<file path="src/rtl/tfill_pkg.sv">
package tfill_pkg;
   typedef enum logic [2:0] {
      WS_IDLE,
      WS_FETCH,
      WS_CHECK,
      WS_FILL,
      WS_LAST
   } walk_state_e;

   localparam int DESC_WORDS = 5;

   localparam logic [2:0] RA_PTR  = 3'd0;
   localparam logic [2:0] RA_STAT = 3'd1;
   localparam logic [2:0] RA_IRQS = 3'd2;
   localparam logic [2:0] RA_IRQE = 3'd3;
   localparam logic [2:0] RA_INFO = 3'd4;

   localparam int STAT_READY = 0;
   localparam int STAT_ERR   = 1;
   localparam int IRQ_DONE   = 0;
endpackage

</file>
<file path="src/rtl/tfill_raster.sv">
module tfill_raster #(
   parameter int XW = 8,
   parameter int YW = 7
) (
   input  logic          clk,
   input  logic          rst_n,
   input  logic          load,
   input  logic          step,
   input  logic [XW-1:0] x0,
   input  logic [XW-1:0] x1,
   input  logic [YW-1:0] y0,
   input  logic [YW-1:0] y1,
   output logic [XW-1:0] cx,
   output logic [YW-1:0] cy,
   output logic          last
);
   assign last = (cx == x1) && (cy == y1);

   always_ff @(posedge clk) begin
      if (!rst_n) begin
         cx <= '0;
         cy <= '0;
      end else if (load) begin
         cx <= x0;
         cy <= y0;
      end else if (step && !last) begin
         if (cx == x1) begin
            cx <= x0;
            cy <= cy + YW'(1);
         end else begin
            cx <= cx + XW'(1);
         end
      end
   end

   // each step moves one slot right, or wraps to x0 on the next row
   assert_raster_step_R4: assert property (@(posedge clk) disable iff (!rst_n)
      (step && !load && !last) |=>
         ((cx == $past(cx) + XW'(1)) && (cy == $past(cy))) ||
         ((cx == x0) && (cy == $past(cy) + YW'(1))));
endmodule

</file>
<file path="src/rtl/tfill_walker.sv">
module tfill_walker
   import tfill_pkg::*;
#(
   parameter int XW         = 8,
   parameter int YW         = 7,
   parameter int TID_W      = 4,
   parameter int NUM_TABLES = 2
) (
   input  logic             clk,
   input  logic             rst_n,
   input  logic             go,
   input  logic             clear,
   input  logic [31:0]      go_ptr,
   output logic             mem_rd_en,
   output logic [31:0]      mem_rd_addr,
   input  logic [31:0]      mem_rd_data,
   output logic             tbl_we,
   output logic [TID_W-1:0] tbl_id,
   output logic [XW+YW-1:0] tbl_addr,
   output logic [31:0]      tbl_wdata,
   output logic             ready,
   output logic             err,
   output logic             done_pulse,
   output logic [31:0]      cur_ptr
);
   localparam logic [16:0]      LIM_X = 17'(1 << XW);
   localparam logic [16:0]      LIM_Y = 17'(1 << YW);
   localparam logic [TID_W:0]   LIM_T = (TID_W + 1)'(NUM_TABLES);
   localparam logic [2:0]       LAST_W = 3'(DESC_WORDS);

   walk_state_e   state;
   logic [31:0]   dw [DESC_WORDS];
   logic [2:0]    fcnt;
   logic [31:0]   ptr;
   logic [31:0]   dptr;
   logic          wr_pend;
   logic [XW-1:0] wr_x;
   logic [YW-1:0] wr_y;
   logic [XW-1:0] cx;
   logic [YW-1:0] cy;
   logic          last;

   logic [15:0]      f_x0, f_y0, f_x1, f_y1;
   logic [TID_W-1:0] f_tid;
   logic             desc_ok;

   assign f_x0  = dw[1][15:0];
   assign f_y0  = dw[1][31:16];
   assign f_x1  = dw[2][15:0];
   assign f_y1  = dw[2][31:16];
   assign f_tid = dw[3][8 +: TID_W];

   assign desc_ok = dw[3][0]
                 && (f_x0 <= f_x1) && (f_y0 <= f_y1)
                 && ({1'b0, f_x1} < LIM_X) && ({1'b0, f_y1} < LIM_Y)
                 && ({1'b0, f_tid} < LIM_T)
                 && (dw[4][3:0] == 4'h0);

   logic unused_ctrl_bits;
   assign unused_ctrl_bits = ^{dw[3][31:8+TID_W], dw[3][7:1]};

   tfill_raster #(.XW(XW), .YW(YW)) i_raster (
      .clk   (clk),
      .rst_n (rst_n),
      .load  (state == WS_CHECK && desc_ok),
      .step  (state == WS_FILL),
      .x0    (f_x0[XW-1:0]),
      .x1    (f_x1[XW-1:0]),
      .y0    (f_y0[YW-1:0]),
      .y1    (f_y1[YW-1:0]),
      .cx    (cx),
      .cy    (cy),
      .last  (last)
   );

   always_ff @(posedge clk) begin
      if (!rst_n) begin
         state      <= WS_IDLE;
         fcnt       <= '0;
         ptr        <= '0;
         dptr       <= '0;
         err        <= 1'b0;
         done_pulse <= 1'b0;
         wr_pend    <= 1'b0;
         wr_x       <= '0;
         wr_y       <= '0;
         for (int i = 0; i < DESC_WORDS; i++) dw[i] <= '0;
      end else begin
         done_pulse <= 1'b0;
         wr_pend    <= 1'b0;
         if (clear) begin
            state <= WS_IDLE;
            err   <= 1'b0;
         end else begin
            case (state)
               WS_IDLE: if (go) begin
                  if (go_ptr[3:0] != 4'h0) begin
                     err <= 1'b1;
                  end else begin
                     err   <= 1'b0;
                     ptr   <= go_ptr;
                     fcnt  <= '0;
                     state <= WS_FETCH;
                  end
               end
               WS_FETCH: begin
                  if (fcnt != 3'd0) dw[fcnt - 3'd1] <= mem_rd_data;
                  if (fcnt == LAST_W) state <= WS_CHECK;
                  else                fcnt  <= fcnt + 3'd1;
               end
               WS_CHECK: begin
                  if (desc_ok) begin
                     dptr  <= dw[4];
                     state <= WS_FILL;
                  end else begin
                     err   <= 1'b1;
                     state <= WS_IDLE;
                  end
               end
               WS_FILL: begin
                  dptr    <= dptr + 32'd4;
                  wr_pend <= 1'b1;
                  wr_x    <= cx;
                  wr_y    <= cy;
                  if (last) state <= WS_LAST;
               end
               WS_LAST: begin
                  if (dw[0] == 32'h0) begin
                     done_pulse <= 1'b1;
                     state      <= WS_IDLE;
                  end else if (dw[0][3:0] != 4'h0) begin
                     err   <= 1'b1;
                     state <= WS_IDLE;
                  end else begin
                     ptr   <= dw[0];
                     fcnt  <= '0;
                     state <= WS_FETCH;
                  end
               end
               default: state <= WS_IDLE;
            endcase
         end
      end
   end

   assign mem_rd_en   = (state == WS_FETCH && fcnt < LAST_W) || (state == WS_FILL);
   assign mem_rd_addr = (state == WS_FILL) ? dptr : ptr + {27'b0, fcnt, 2'b00};
   assign tbl_we      = wr_pend;
   assign tbl_id      = f_tid;
   assign tbl_addr    = {wr_y, wr_x};
   assign tbl_wdata   = mem_rd_data;
   assign ready       = (state == WS_IDLE);
   assign cur_ptr     = ptr;

   // a clear leaves the engine idle with the write stream stopped
   assert_clear_stops_R9: assert property (@(posedge clk) disable iff (!rst_n)
      clear |=> (ready && !tbl_we));
   // every read issued lands on a word boundary
   assert_read_aligned_R7: assert property (@(posedge clk) disable iff (!rst_n)
      mem_rd_en |-> (mem_rd_addr[1:0] == 2'b00));
   // a normal end never coincides with a fault
   assert_done_clean_R6: assert property (@(posedge clk) disable iff (!rst_n)
      done_pulse |-> (!err && ready));
   // a pointer write while busy leaves the walk pointer untouched
   assert_busy_ignore_R12: assert property (@(posedge clk) disable iff (!rst_n)
      (go && !ready && !clear && state != WS_LAST) |=> $stable(ptr));
endmodule

</file>
<file path="src/rtl/tfill_regs.sv">
module tfill_regs
   import tfill_pkg::*;
#(
   parameter int NUM_TABLES = 2,
   parameter bit IRQ_FLOP   = 1'b0
) (
   input  logic        clk,
   input  logic        rst_n,
   input  logic        reg_we,
   input  logic [2:0]  reg_addr,
   input  logic [31:0] reg_wdata,
   output logic [31:0] reg_rdata,
   output logic        go,
   output logic        clear,
   input  logic        ready,
   input  logic        err,
   input  logic        done_pulse,
   input  logic [31:0] cur_ptr,
   output logic        irq
);
   logic [7:0]  irq_stat;
   logic [7:0]  irq_en;
   logic [7:0]  ack;
   logic        pend_any;
   logic [31:0] hwinfo;

   assign go    = reg_we && (reg_addr == RA_PTR) && (reg_wdata != 32'h0);
   assign clear = reg_we && (reg_addr == RA_PTR) && (reg_wdata == 32'h0);
   assign ack   = (reg_we && reg_addr == RA_IRQS) ? reg_wdata[7:0] : 8'h00;
   assign hwinfo = {3'b0, 5'd1, 3'b0, 5'(NUM_TABLES), 16'h0};

   always_ff @(posedge clk) begin
      if (!rst_n) begin
         irq_stat <= '0;
         irq_en   <= '0;
      end else begin
         irq_stat <= (irq_stat & ~ack) | {7'b0, done_pulse};
         if (reg_we && reg_addr == RA_IRQE) irq_en <= reg_wdata[7:0];
      end
   end

   assign pend_any = |(irq_stat & irq_en);

   generate
      if (IRQ_FLOP) begin : g_irq_reg
         logic irq_q;
         always_ff @(posedge clk) begin
            if (!rst_n) irq_q <= 1'b0;
            else        irq_q <= pend_any;
         end
         assign irq = irq_q;
      end else begin : g_irq_comb
         assign irq = pend_any;
      end
   endgenerate

   always_comb begin
      case (reg_addr)
         RA_PTR:  reg_rdata = cur_ptr;
         RA_STAT: reg_rdata = {30'b0, err, ready};
         RA_IRQS: reg_rdata = {24'b0, irq_stat};
         RA_IRQE: reg_rdata = {24'b0, irq_en};
         RA_INFO: reg_rdata = hwinfo;
         default: reg_rdata = 32'h0;
      endcase
   end

   // a chain completion raises the done bit unless acknowledged at once
   assert_done_sets_flag_R6: assert property (@(posedge clk) disable iff (!rst_n)
      (done_pulse && !reg_we) |=> irq_stat[IRQ_DONE]);
   // a status bit written with 0 keeps its value
   assert_w1c_keep_R11: assert property (@(posedge clk) disable iff (!rst_n)
      (reg_we && reg_addr == RA_IRQS && !reg_wdata[0] && irq_stat[0]) |=> irq_stat[0]);
endmodule

</file>
<file path="src/rtl/tfill_engine.sv">
module tfill_engine
   import tfill_pkg::*;
#(
   parameter int XW         = 8,
   parameter int YW         = 7,
   parameter int TID_W      = 4,
   parameter int NUM_TABLES = 2,
   parameter bit IRQ_FLOP   = 1'b0
) (
   input  logic             clk,
   input  logic             rst_n,
   input  logic             reg_we,
   input  logic [2:0]       reg_addr,
   input  logic [31:0]      reg_wdata,
   output logic [31:0]      reg_rdata,
   output logic             mem_rd_en,
   output logic [31:0]      mem_rd_addr,
   input  logic [31:0]      mem_rd_data,
   output logic             tbl_we,
   output logic [TID_W-1:0] tbl_id,
   output logic [XW+YW-1:0] tbl_addr,
   output logic [31:0]      tbl_wdata,
   output logic             irq
);
   generate
      if (XW < 1 || XW > 16) begin : g_bad_xw
         $error("XW must be 1..16");
      end
      if (YW < 1 || YW > 16) begin : g_bad_yw
         $error("YW must be 1..16");
      end
      if (TID_W < 1 || TID_W > 8) begin : g_bad_tid
         $error("TID_W must be 1..8");
      end
      if (NUM_TABLES < 1 || NUM_TABLES > 31 || NUM_TABLES > (1 << TID_W)) begin : g_bad_nt
         $error("NUM_TABLES out of range");
      end
   endgenerate

   logic        go, clear, ready, err, done_pulse;
   logic [31:0] cur_ptr;

   tfill_regs #(.NUM_TABLES(NUM_TABLES), .IRQ_FLOP(IRQ_FLOP)) i_regs (
      .clk        (clk),
      .rst_n      (rst_n),
      .reg_we     (reg_we),
      .reg_addr   (reg_addr),
      .reg_wdata  (reg_wdata),
      .reg_rdata  (reg_rdata),
      .go         (go),
      .clear      (clear),
      .ready      (ready),
      .err        (err),
      .done_pulse (done_pulse),
      .cur_ptr    (cur_ptr),
      .irq        (irq)
   );

   tfill_walker #(.XW(XW), .YW(YW), .TID_W(TID_W), .NUM_TABLES(NUM_TABLES)) i_walker (
      .clk         (clk),
      .rst_n       (rst_n),
      .go          (go),
      .clear       (clear),
      .go_ptr      (reg_wdata),
      .mem_rd_en   (mem_rd_en),
      .mem_rd_addr (mem_rd_addr),
      .mem_rd_data (mem_rd_data),
      .tbl_we      (tbl_we),
      .tbl_id      (tbl_id),
      .tbl_addr    (tbl_addr),
      .tbl_wdata   (tbl_wdata),
      .ready       (ready),
      .err         (err),
      .done_pulse  (done_pulse),
      .cur_ptr     (cur_ptr)
   );
endmodule

</file>
<file path="config.mk">
export PLATFORM = sky130hd
export DESIGN_NAME = tfill_engine
export DESIGN_NICKNAME = d
export VERILOG_FILES = /design/src/rtl/tfill_pkg.sv /design/src/rtl/tfill_raster.sv /design/src/rtl/tfill_walker.sv /design/src/rtl/tfill_regs.sv /design/src/rtl/tfill_engine.sv
export SDC_FILE = /design/constraint.sdc
export NUM_CORES = 1
export LEC_CHECK = 0
export BUFFER_PORTS_ARGS = -buffer_cell sky130_fd_sc_hd__buf_2
export CAP_MARGIN = 20
export CORE_ASPECT_RATIO = 1.75
export CORE_UTILIZATION = 35
export CTS_BUF_LIST = sky130_fd_sc_hd__clkbuf_4
export DETAILED_ROUTE_END_ITERATION = 12
export PLACE_DENSITY = 0.57
export SYNTH_ARGS = -nofsm -noshare
export SYNTH_HDL_FRONTEND = slang
export SYNTH_SLANG_ARGS = --single-unit
export TNS_END_PERCENT = 1
</file>
<file path="constraint.sdc">
create_clock -name clk -period 3.58 [get_ports clk]
set_clock_uncertainty 0.15 [all_clocks]
set_input_delay 0 -clock clk [delete_from_list [all_inputs] [get_ports clk]]
set_output_delay 0 -clock clk [all_outputs]
set_load 0.01 [all_outputs]
</file>
==> results.toml, run 1 <==
[sta]
setup_slack_ns = 0.169
min_period_ns = 3.41
worstMarginPinSlew_ns = 0.928
fin_tns_setup_ns = 0
fin_crit_sh = 0.953
hold_viol_final = 0
finalSetupViolCount = 0
drv_slew = 0
rsz0062_at_grt = "no"
timing.fmax_mhz = 293
slew_headroom = 0.371

[floorplan]
rows = 93
dieArea_sq_mm = 0.0383
die_y_microns = 258
start_util = 0.356
die_x_microns = 148
core_sq_mm = 0.0369
ioPinCount = 188

[critical_path]
worstSetupPathType = "reg -> out"
end_kind = "primary output"
cp_max_fo = 8
worstPathArrival_ns = 3.26
cp.required_ns = 3.43
worstSetupStartpointType = "flip-flop"
cp_top_family = "buffers and inverters"
slowest_delay_ns = 0.40
worst_path_max_delay_cell = "dfxtp_4"
critPathMostFrequentCell = "buf_4"
crit_buf_inv = 4
worstPathCellList = "ha_1 > inv_1 > fa_2 > nor2b_1 > o21ai_0 > buf_4 > nor4_2 > buf_4 > nand3_1 > xor2_1 > a21oi_1 > buf_2"

[clock_tree]
clk_pin_slew_worst_paths_ns = 0.07
insertion_delay_ns = 0.74
cts_buffer_depth = 3
cts_buffers = 57
htreeDepth = 2
cts_tree = "yes"
clock-root-buffer = "clkbuf_4"
cts_sinks = 252

[pwr]
cellPowerDensity_mw_per_mm2 = 355
pwr-share-comb = 0.074
p_sw_frac = 0.254
clockPowerShare = 0.387
intPower_w = 0.00432
p_sw_w = 0.00147
p_seq_frac = 0.539
ir_drop_mv = 0.172
p_leak_nw = 6.45

[layout]
fillerInstances = 3661
area_delta_synth_final_pct = 24.0
stdcell_area_sq_mm = 0.0163
final_util = 0.442
multi_input_area_sq_mm = 0.00612
fin_nets = 1754
drive_gt1_frac = 0.205
ff_latch_area_sq_mm = 0.00638

[synth]
postSynthAreaPerCell_sq_um = 9.70
syn_area_sq_mm = 0.0131
yosysSeqAreaShare = 0.485
yosys-top-cells-area = "edfxtp_1 30%, dfxtp_1 18%, and2_1 7.7%"
synth_top_area_cell = "edfxtp_1"
syn_inst = 1354
syn_nets = 1467
synth_async_sr_flop_share = 0
ys.flop_type = "edfxtp_1"
synth_edf_count = 133
synth-warning-count = 0
synth_top_area_share = 0.304
synth_cell_types = 65
yosys_register_bits = 252

[routing]
wl_per_cell_microns = 19.9
detail-route-antenna-nets = 0
drt_wl_total_mm = 43.2
drc_errors = 0
drt_pass1_iterations = 5
via_count = 11212
via_per_inst = 5.17
drtIter0Drc = 557

[global_routing]
grt_pass1_vias = 11165
antenna_found_initial = 1
grt_use_total = 0.225
grt-ovfl-total = 0
grt_max_degree = 74
grt_pass1_wl_mm = 64.7

[run_status]
status = "finished, final reports clean"

[place]
dp_worst_setup_slack_ns = 0.438
placed_area_sq_mm = 0.0145
gp_congestion = 0.888
place_hpwl_mm = 31.8
port-buffer-count = 187

[flow_run]
max-cap-violations = 0

[worst_hold_path]
min_path_type = "in -> reg"
[tightest hold or removal path, stage by stage]
cell,delay (ns)
dlygate4sd3_1,0.52
buf_2,0.17
and2_1,0.14
[per-layer routing]
| layer | GRT usage | vias to the layer above | part of all wire |
|---|---|---|---|
| li1 | - | 5423 | - |
| met1 | 0.244 | 5379 | 0.38 |
| met2 | 0.427 | 324 | 0.54 |
| met3 | 0.0271 | 86 | 0.040 |
| met4 | 0.103 | 0 | 0.038 |
| met5 | 0 | - | 0 |
[cells in the final DEF, fill, tap and decap left out, types with 4 or more instances in the layout]
cell type	instances
buf_2	187
and2_1	161
edfxtp_1	133
nor2_1	123
dfxtp_1	118
dlygate4sd3_1	104
nand2_1	101
clkbuf_4	81
a21oi_1	71
mux2i_1	48
inv_1	45
o21ai_0	43
ha_1	42
a211oi_1	40
buf_4	38
xor2_1	28
nand3_1	26
nand4_1	25
nor3_1	23
xnor2_1	23
nor4_1	23
clkinv_1	22
o22ai_1	21
a22oi_1	20
and3_1	17
nand2b_1	13
o31ai_1	10
mux2_2	7
nor2b_1	7
a31oi_1	7
nor4_2	5
a21o_1	5
nor3b_1	5
or3_1	5
o21a_1	4
a41oi_1	4
clkinv_2	4
[cells by family (layout without fill, tap and decap cells)]
logic type,after synthesis,in the layout,share of synthesized area
compound gates,249,249,0.120
xor+xnor,52,52,0.0347
fa+ha+maj,43,43,0.0415
buf+inv,149,485,0.0538
flops,252,252,0.485
mux,57,57,0.0460
other cells,0,2,0
simple gates,552,552,0.219
[what timing repair did]
action | CTS | global route
endpoints found under the setup margin | 7 | 3
pin swaps | 0 | 2
hold endpoints to repair | 220 | 0
gates resized for setup | 4 | 5
buffers inserted | 0 | 1
hold buffers | 104 | 0
cloned | 0 | 0
[state kept, by name (all words and copies together) (netlist names)]
signal / count
i_regs.irq_stat: 8
i_walker.i_raster.cx: 8
i_walker.wr_x: 8
i_walker.dw: 133
i_walker.tbl_we: 1
i_regs.irq_en: 8
i_walker.fcnt: 3
i_walker.err: 1
i_walker.i_raster.cy: 7
i_walker.cur_ptr: 32
i_walker.state: 3
i_walker.wr_y: 7
i_walker.dptr: 32
i_walker.done_pulse: 1
[synthesized netlist by cell type (5+ instances only)]
master / instances
clkbuf_1: 49
nor2b_1: 7
a211oi_1: 40
and2_1: 161
nand2_1: 102
edfxtp_1: 133
nand2b_1: 13
nor3b_1: 6
nand4_1: 25
a22oi_1: 20
mux2_2: 7
nor3_1: 26
or3_1: 5
a21o_1: 5
o22ai_1: 21
buf_4: 36
o21ai_0: 43
ha_1: 42
and3_1: 18
inv_1: 45
xor2_1: 29
xnor2_1: 23
nand3_1: 26
nor2_1: 124
a31oi_1: 7
o31ai_1: 10
a21oi_1: 72
nor4_1: 26
buf_1: 8
buf_2: 10
dfxtp_1: 119
mux2i_1: 48
[final timing paths]
check	start	to	slack (ns)	cells after the start
worst max register to register	i_walker.fcnt[1]	i_walker.dw[2][11]	0.53	8
worst min-delay path	mem_rd_data[12]	i_walker.dw[0][12]	0.05	3
worst max-delay path	i_walker.fcnt[0]	mem_rd_addr[26]	0.17	12
worst min register to register	i_walker.dptr[0]	i_walker.dptr[0]	0.28	2
[power groups by stage]
stage | logic (W) | clock network [W] | registers [W]
3_3_place_gp | 0.000348 | 0 | 0.00319
3_5_place_dp | 0.000351 | 0 | 0.00319
6_report | 0.000427 | 0.00224 | 0.00312
5_1_grt | 0.000464 | 0.00242 | 0.00312
4_1_cts | 0.000433 | 0.00231 | 0.00312
2_1_floorplan | 0.000183 | 0 | 0.00317
[per-stage QoR]
stage | total power [W] | cells | hold WS, ns
floorplan | 0.00335 | 1354 | -0.0630
global placement | 0.00353 | 1952 | 0.0733
detailed placement | 0.00354 | 1952 | 0.0795
CTS | 0.00587 | 2164 | 0.000132
global route | 0.00600 | 2166 | 0.0364
finish | 0.00579 | 2167 | 0.0511
[area by class of cell]
cell class / instances / area share
antenna: 2 / 0.000307
sequential: 252 / 0.392
timing repair buffer: 331 / 0.141
clock inverter: 27 / 0.00653
multi-input combinational: 953 / 0.376
clock buffer: 81 / 0.0373
tap: 475 / 0.0365
inverter: 46 / 0.0106
Power figures use the tool's default switching activity.
==> inputs of run 2 (changes only) <==
--- a/config.mk
+++ b/config.mk
@@ -7,11 +7,13 @@
 export LEC_CHECK = 0
 export BUFFER_PORTS_ARGS = -buffer_cell sky130_fd_sc_hd__buf_2
 export CAP_MARGIN = 20
+export CELL_PAD_IN_SITES_DETAIL_PLACEMENT = 0
+export CELL_PAD_IN_SITES_GLOBAL_PLACEMENT = 1
 export CORE_ASPECT_RATIO = 1.75
 export CORE_UTILIZATION = 35
 export CTS_BUF_LIST = sky130_fd_sc_hd__clkbuf_4
 export DETAILED_ROUTE_END_ITERATION = 12
-export PLACE_DENSITY = 0.57
+export PLACE_DENSITY = 0.69
 export SYNTH_ARGS = -nofsm -noshare
 export SYNTH_HDL_FRONTEND = slang
 export SYNTH_SLANG_ARGS = --single-unit
==> run 2 against run 1 <==
Effect of this change: worst setup slack lost 0.031 ns; design area rose by 0.73%; worst hold slack lost 0.010 ns; sequential cell count stayed put; critical endpoint is now mem_rd_addr[21]; highest routed layer unchanged.
==> results.toml, run 2 (synthesis gave the netlist of run 1 again) <==
[critical_path]
worstSetupPathType = "reg -> out"
cp.required_ns = 3.43
cp_max_fo = 7
slowest_delay_ns = 0.62
worstPathCellList = "ha_1 > a21oi_1 > or3b_2 > nor2_1 > nand2_1 > xor2_1 > a21oi_1 > buf_2"
worst_path_max_delay_cell = "or3b_2"
critPathMostFrequentCell = "a21oi_1"
worstSetupStartpointType = "flip-flop"
crit_buf_inv = 1
worstPathArrival_ns = 3.29
cp_top_family = "simple AND/OR/NAND/NOR gates"
end_kind = "primary output"

[sta]
timing.fmax_mhz = 291
hold_viol_final = 0
setup_slack_ns = 0.138
rsz0062_at_grt = "no"
whs_ns = 0.0410
min_period_ns = 3.44
slew_headroom = 0.372
drv_slew = 0
fin_tns_setup_ns = 0
fin_crit_sh = 0.961
finalSetupViolCount = 0
worstMarginPinSlew_ns = 0.927

[clock_tree]
clock-root-buffer = "clkbuf_4"
htreeDepth = 2
cts_setup_buffers = 0
cts_tree = "yes"
insertion_delay_ns = 0.75
cts_buffers = 59
cts_buffer_depth = 3
cts_sinks = 252
clk_pin_slew_worst_paths_ns = 0.08

[routing]
via_per_inst = 5.14
drc_errors = 0
wl_per_cell_microns = 19.8
drtIter0Drc = 596
drt_wl_total_mm = 43.2
detail-route-antenna-nets = 0
via_count = 11210
drt_pass1_iterations = 5

[layout]
layout_common_cells = "187 x buf_2, 161 x and2_1, 133 x edfxtp_1"
largest_reg_flops = 133
stdcell_area_sq_mm = 0.0164
fin_nets = 1770
layout_commonest_cell = "buf_2"
fillerInstances = 3635
area_delta_synth_final_pct = 24.9
drive_gt1_frac = 0.202
ff_latch_area_sq_mm = 0.00638
fin_cells = 2181
multi_input_area_sq_mm = 0.00610
largest_register = "i_walker.dw"

[floorplan]
rows = 93
die_x_microns = 148
core_sq_mm = 0.0369
dieArea_sq_mm = 0.0383
start_util = 0.356
ioPinCount = 188
die_y_microns = 258

[pwr]
cellPowerDensity_mw_per_mm2 = 355
ir_drop_mv = 0.185
p_leak_nw = 6.48

[global_routing]
grt_pass1_wl_mm = 64.9
grt_pass1_vias = 11254
grt_max_degree = 75
grt-ovfl-total = 0
grt_use_total = 0.225
antenna_found_initial = 1

[worst_hold_path]
min_path_type = "in -> reg"

[place]
port-buffer-count = 187
placed_area_sq_mm = 0.0145
dp_worst_setup_slack_ns = 0.519
place_hpwl_mm = 31.7
gp_congestion = 0.911
dp.cells = 1953

[flow_run]
max-cap-violations = 0

[run_status]
status = "finished, final reports clean"
## run 2: final cells by class
cell class | count | share of cell area
inverters | 46 | 0.0105
clock buffers | 84 | 0.0384
well taps | 475 | 0.0362
flip-flops and latches | 252 | 0.389
repair buffers | 345 | 0.148
clock inverters | 25 | 0.00610
multi-input cells | 953 | 0.372
diodes | 1 | 0.000152
## run 2: power breakdown
group          switching, W  leakage, nW  total, W  internal [W]
Clock               0.00119        0.429   0.00227       0.00108
Sequential        0.0000371         2.33   0.00312       0.00309
Combinational      0.000244         3.72  0.000434      0.000190
## run 2: through the flow
step / util / total power (W)
6_report: 0.445 / 0.00583
5_1_grt: 0.445 / 0.00605
3_3_place_gp: 0.393 / 0.00353
4_1_cts: 0.445 / 0.00590
3_5_place_dp: 0.393 / 0.00353
2_1_floorplan: - / 0.00335
## run 2: timing repair
| item | in CTS | in global routing |
|---|---|---|
| hold buffers | 118 | 0 |
| hold endpoints to repair | 228 | 0 |
| endpoints found under the setup margin | 9 | 7 |
| gates cloned | 0 | 0 |
| pin swaps | 0 | 1 |
| resized for setup | 3 | 2 |
## run 2: path summary, 6_finish.rpt
check / from / endpoint / slack [ns] / cells after the start
setup / recovery: i_walker.fcnt[2] / mem_rd_addr[21] / 0.14 / 8
hold / removal: reg_wdata[24] / i_walker.cur_ptr[24] / 0.04 / 4
setup reg to reg: i_walker.dw[2][29] / i_walker.i_raster.cx[4] / 0.53 / 11
hold reg to reg: i_walker.dptr[0] / i_walker.dptr[0] / 0.28 / 2
## run 2: metal layers
metal	GRT usage	vias to the layer above	part of all wire
met4	0.106	0	0.040
li1	-	5449	-
met1	0.250	5323	0.39
met2	0.419	347	0.53
met3	0.0268	91	0.039
met5	0	-	0
## run 2: worst min-delay path: stages
cell	delay [ns]
dlygate4sd3_1	0.53
buf_2	0.13
mux2i_1	0.13
a211oi_1	0.09
==> inputs of run 3 (changes only) <==
--- a/config.mk
+++ b/config.mk
@@ -13,7 +13,9 @@
 export CORE_UTILIZATION = 35
 export CTS_BUF_LIST = sky130_fd_sc_hd__clkbuf_4
 export DETAILED_ROUTE_END_ITERATION = 12
+export HOLD_SLACK_MARGIN = 0.12
 export PLACE_DENSITY = 0.69
+export REMOVE_ABC_BUFFERS = 1
 export SYNTH_ARGS = -nofsm -noshare
 export SYNTH_HDL_FRONTEND = slang
 export SYNTH_SLANG_ARGS = --single-unit
==> run 3 against run 2 <==
Effect of this change: first-iteration DRC count increased by 12%; non-clock buffer count increased by 32; count of clock-buffer cells in the layout decreased by 1; via count increased by 1.5%; critical path type unchanged; die area unchanged; sequential share of layout area decreased by 0.76 points; critical endpoint is now mem_rd_addr[30]; register-to-register slack got worse by 0.16 ns.
==> results.toml, run 3 (synthesis gave the netlist of run 1 again) <==
[run_status]
status = "finished, final reports clean"

[clock_tree]
cts_buffers = 57
clk_pin_slew_worst_paths_ns = 0.07
cts_sinks = 252
cts_buffer_depth = 3
clock-root-buffer = "clkbuf_4"
cts_setup_buffers = 0
htreeDepth = 2
cts_tree = "yes"
insertion_delay_ns = 0.76

[flow_run]
max-cap-violations = 0

[place]
port-buffer-count = 187
dp_worst_setup_slack_ns = 0.426
place_hpwl_mm = 33.7
gp_congestion = 0.877
placed_area_sq_mm = 0.0145

[global_routing]
grt_pass1_wl_mm = 68.3
grt_pass1_vias = 11572
grt-ovfl-total = 0
antenna_found_initial = 1
grt_use_total = 0.239
grt_max_degree = 73

[floorplan]
rows = 93
die_x_microns = 148
core_sq_mm = 0.0369
start_util = 0.356
dieArea_sq_mm = 0.0383
ioPinCount = 188
die_y_microns = 258

[critical_path]
worstSetupPathType = "reg -> out"
worstPathArrival_ns = 3.22
cp.required_ns = 3.43
worstPathCellList = "ha_1 > inv_1 > fa_1 > nor2b_1 > o21ai_2 > nor4_2 > buf_4 > nand3_1 > xor2_1 > a21oi_1 > buf_2"
worst_path_max_delay_cell = "fa_1"
slowest_delay_ns = 0.41
cp_max_fo = 5
worstSetupStartpointType = "flip-flop"
end_kind = "primary output"

[sta]
fin_crit_sh = 0.940
timing.fmax_mhz = 297
drv_slew = 0
hold_viol_final = 0
worstMarginPinSlew_ns = 0.949
fin_tns_setup_ns = 0
rsz0062_at_grt = "no"
min_period_ns = 3.37
finalSetupViolCount = 0
setup_slack_ns = 0.214
slew_headroom = 0.366

[pwr]
cellPowerDensity_mw_per_mm2 = 351
clockPowerShare = 0.389
intPower_w = 0.00437
pwr-share-comb = 0.079
ir_drop_mv = 0.154
p_leak_nw = 6.64
finalPower_w = 0.00587
p_sw_w = 0.00150
p_sw_frac = 0.256
p_seq_frac = 0.532

[routing]
wl_per_cell_microns = 20.7
drtIter0Drc = 668
drt_wl_total_mm = 45.7
via_count = 11379
detail-route-antenna-nets = 0
drt_pass1_iterations = 5
via_per_inst = 5.15
drc_errors = 0

[worst_hold_path]
min_path_type = "in -> reg"

[layout]
layout_common_cells = "187 x buf_2, 160 x and2_1, 151 x dlygate4sd3_1"
stdcell_area_sq_mm = 0.0167
fillerInstances = 3607
largest_register = "i_walker.dw"
layout_commonest_cell = "buf_2"
drive_gt1_frac = 0.205
fin_nets = 1800
largest_reg_flops = 133
area_delta_synth_final_pct = 27.5
[run 3: cell count changes in the layout (fill, tap and decap cells not counted), moves of 2 or more]
cell,change
dlygate4sd3_1,+33
inv_2,+2
clkinv_1,-10
clkinv_2,+7
[run 3: power by group through the flow]
stage | clock (W) | sequential (W) | combinational (W)
6_report | 0.00228 | 0.00312 | 0.000461
5_1_grt | 0.00246 | 0.00313 | 0.000496
4_1_cts | 0.00234 | 0.00312 | 0.000466
3_5_place_dp | 0 | 0.00319 | 0.000345
3_3_place_gp | 0 | 0.00319 | 0.000342
2_1_floorplan | 0 | 0.00317 | 0.000131
[run 3: final timing paths]
check                                          from              endpoint  slack [ns]  cells past startpoint
worst max-delay path            i_walker.cur_ptr[2]       mem_rd_addr[30]        0.21                     11
worst min-delay path                  reg_wdata[15]  i_walker.cur_ptr[15]        0.20                      4
worst max register to register   i_walker.dw[0][26]  i_walker.cur_ptr[29]        0.37                      8
worst min register to register     i_walker.dptr[1]      i_walker.dptr[1]        0.28                      2
[run 3: final cells by class]
type,instances,area (sq um),area share
diodes,1,2.50,0.000149
clock buffers,83,623,0.0372
clock inverters,24,105,0.00628
inverters,46,173,0.0103
multi-input cells,953,6110,0.365
flip-flops and latches,252,6380,0.381
well taps,475,594,0.0355
repair buffers,377,2750,0.164
[run 3: repair_timing]
action,4_1_cts,5_1_grt
endpoints found under the hold margin,216,0
cloned,0,0
resized for setup,5,5
hold buffers,151,0
setup endpoints to repair,12,5
[run 3: per-layer routing]
layer,global-route usage,part of all wire
met5,0,0
met4,0.137,0.056
met3,0.0292,0.037
met2,0.452,0.53
met1,0.249,0.37
[run 3: through the flow]
stage | hold slack (ns) | util | std cells
floorplan | -0.150 | - | 1251
global placement | 0.0747 | 0.392 | 1952
detailed placement | 0.0792 | 0.392 | 1952
CTS | 0.144 | 0.453 | 2210
global route | 0.188 | 0.454 | 2211
finish | 0.196 | 0.454 | 2211
[run 3: critical path, delay by kind of cell (launching register included)]
family          cells  cell delay (ns)
fa+ha+maj           2             0.60
flops               1             0.38
compound gates      2             0.35
xor+xnor            1             0.15
simple gates        3             0.56
buf+inv             3             0.43
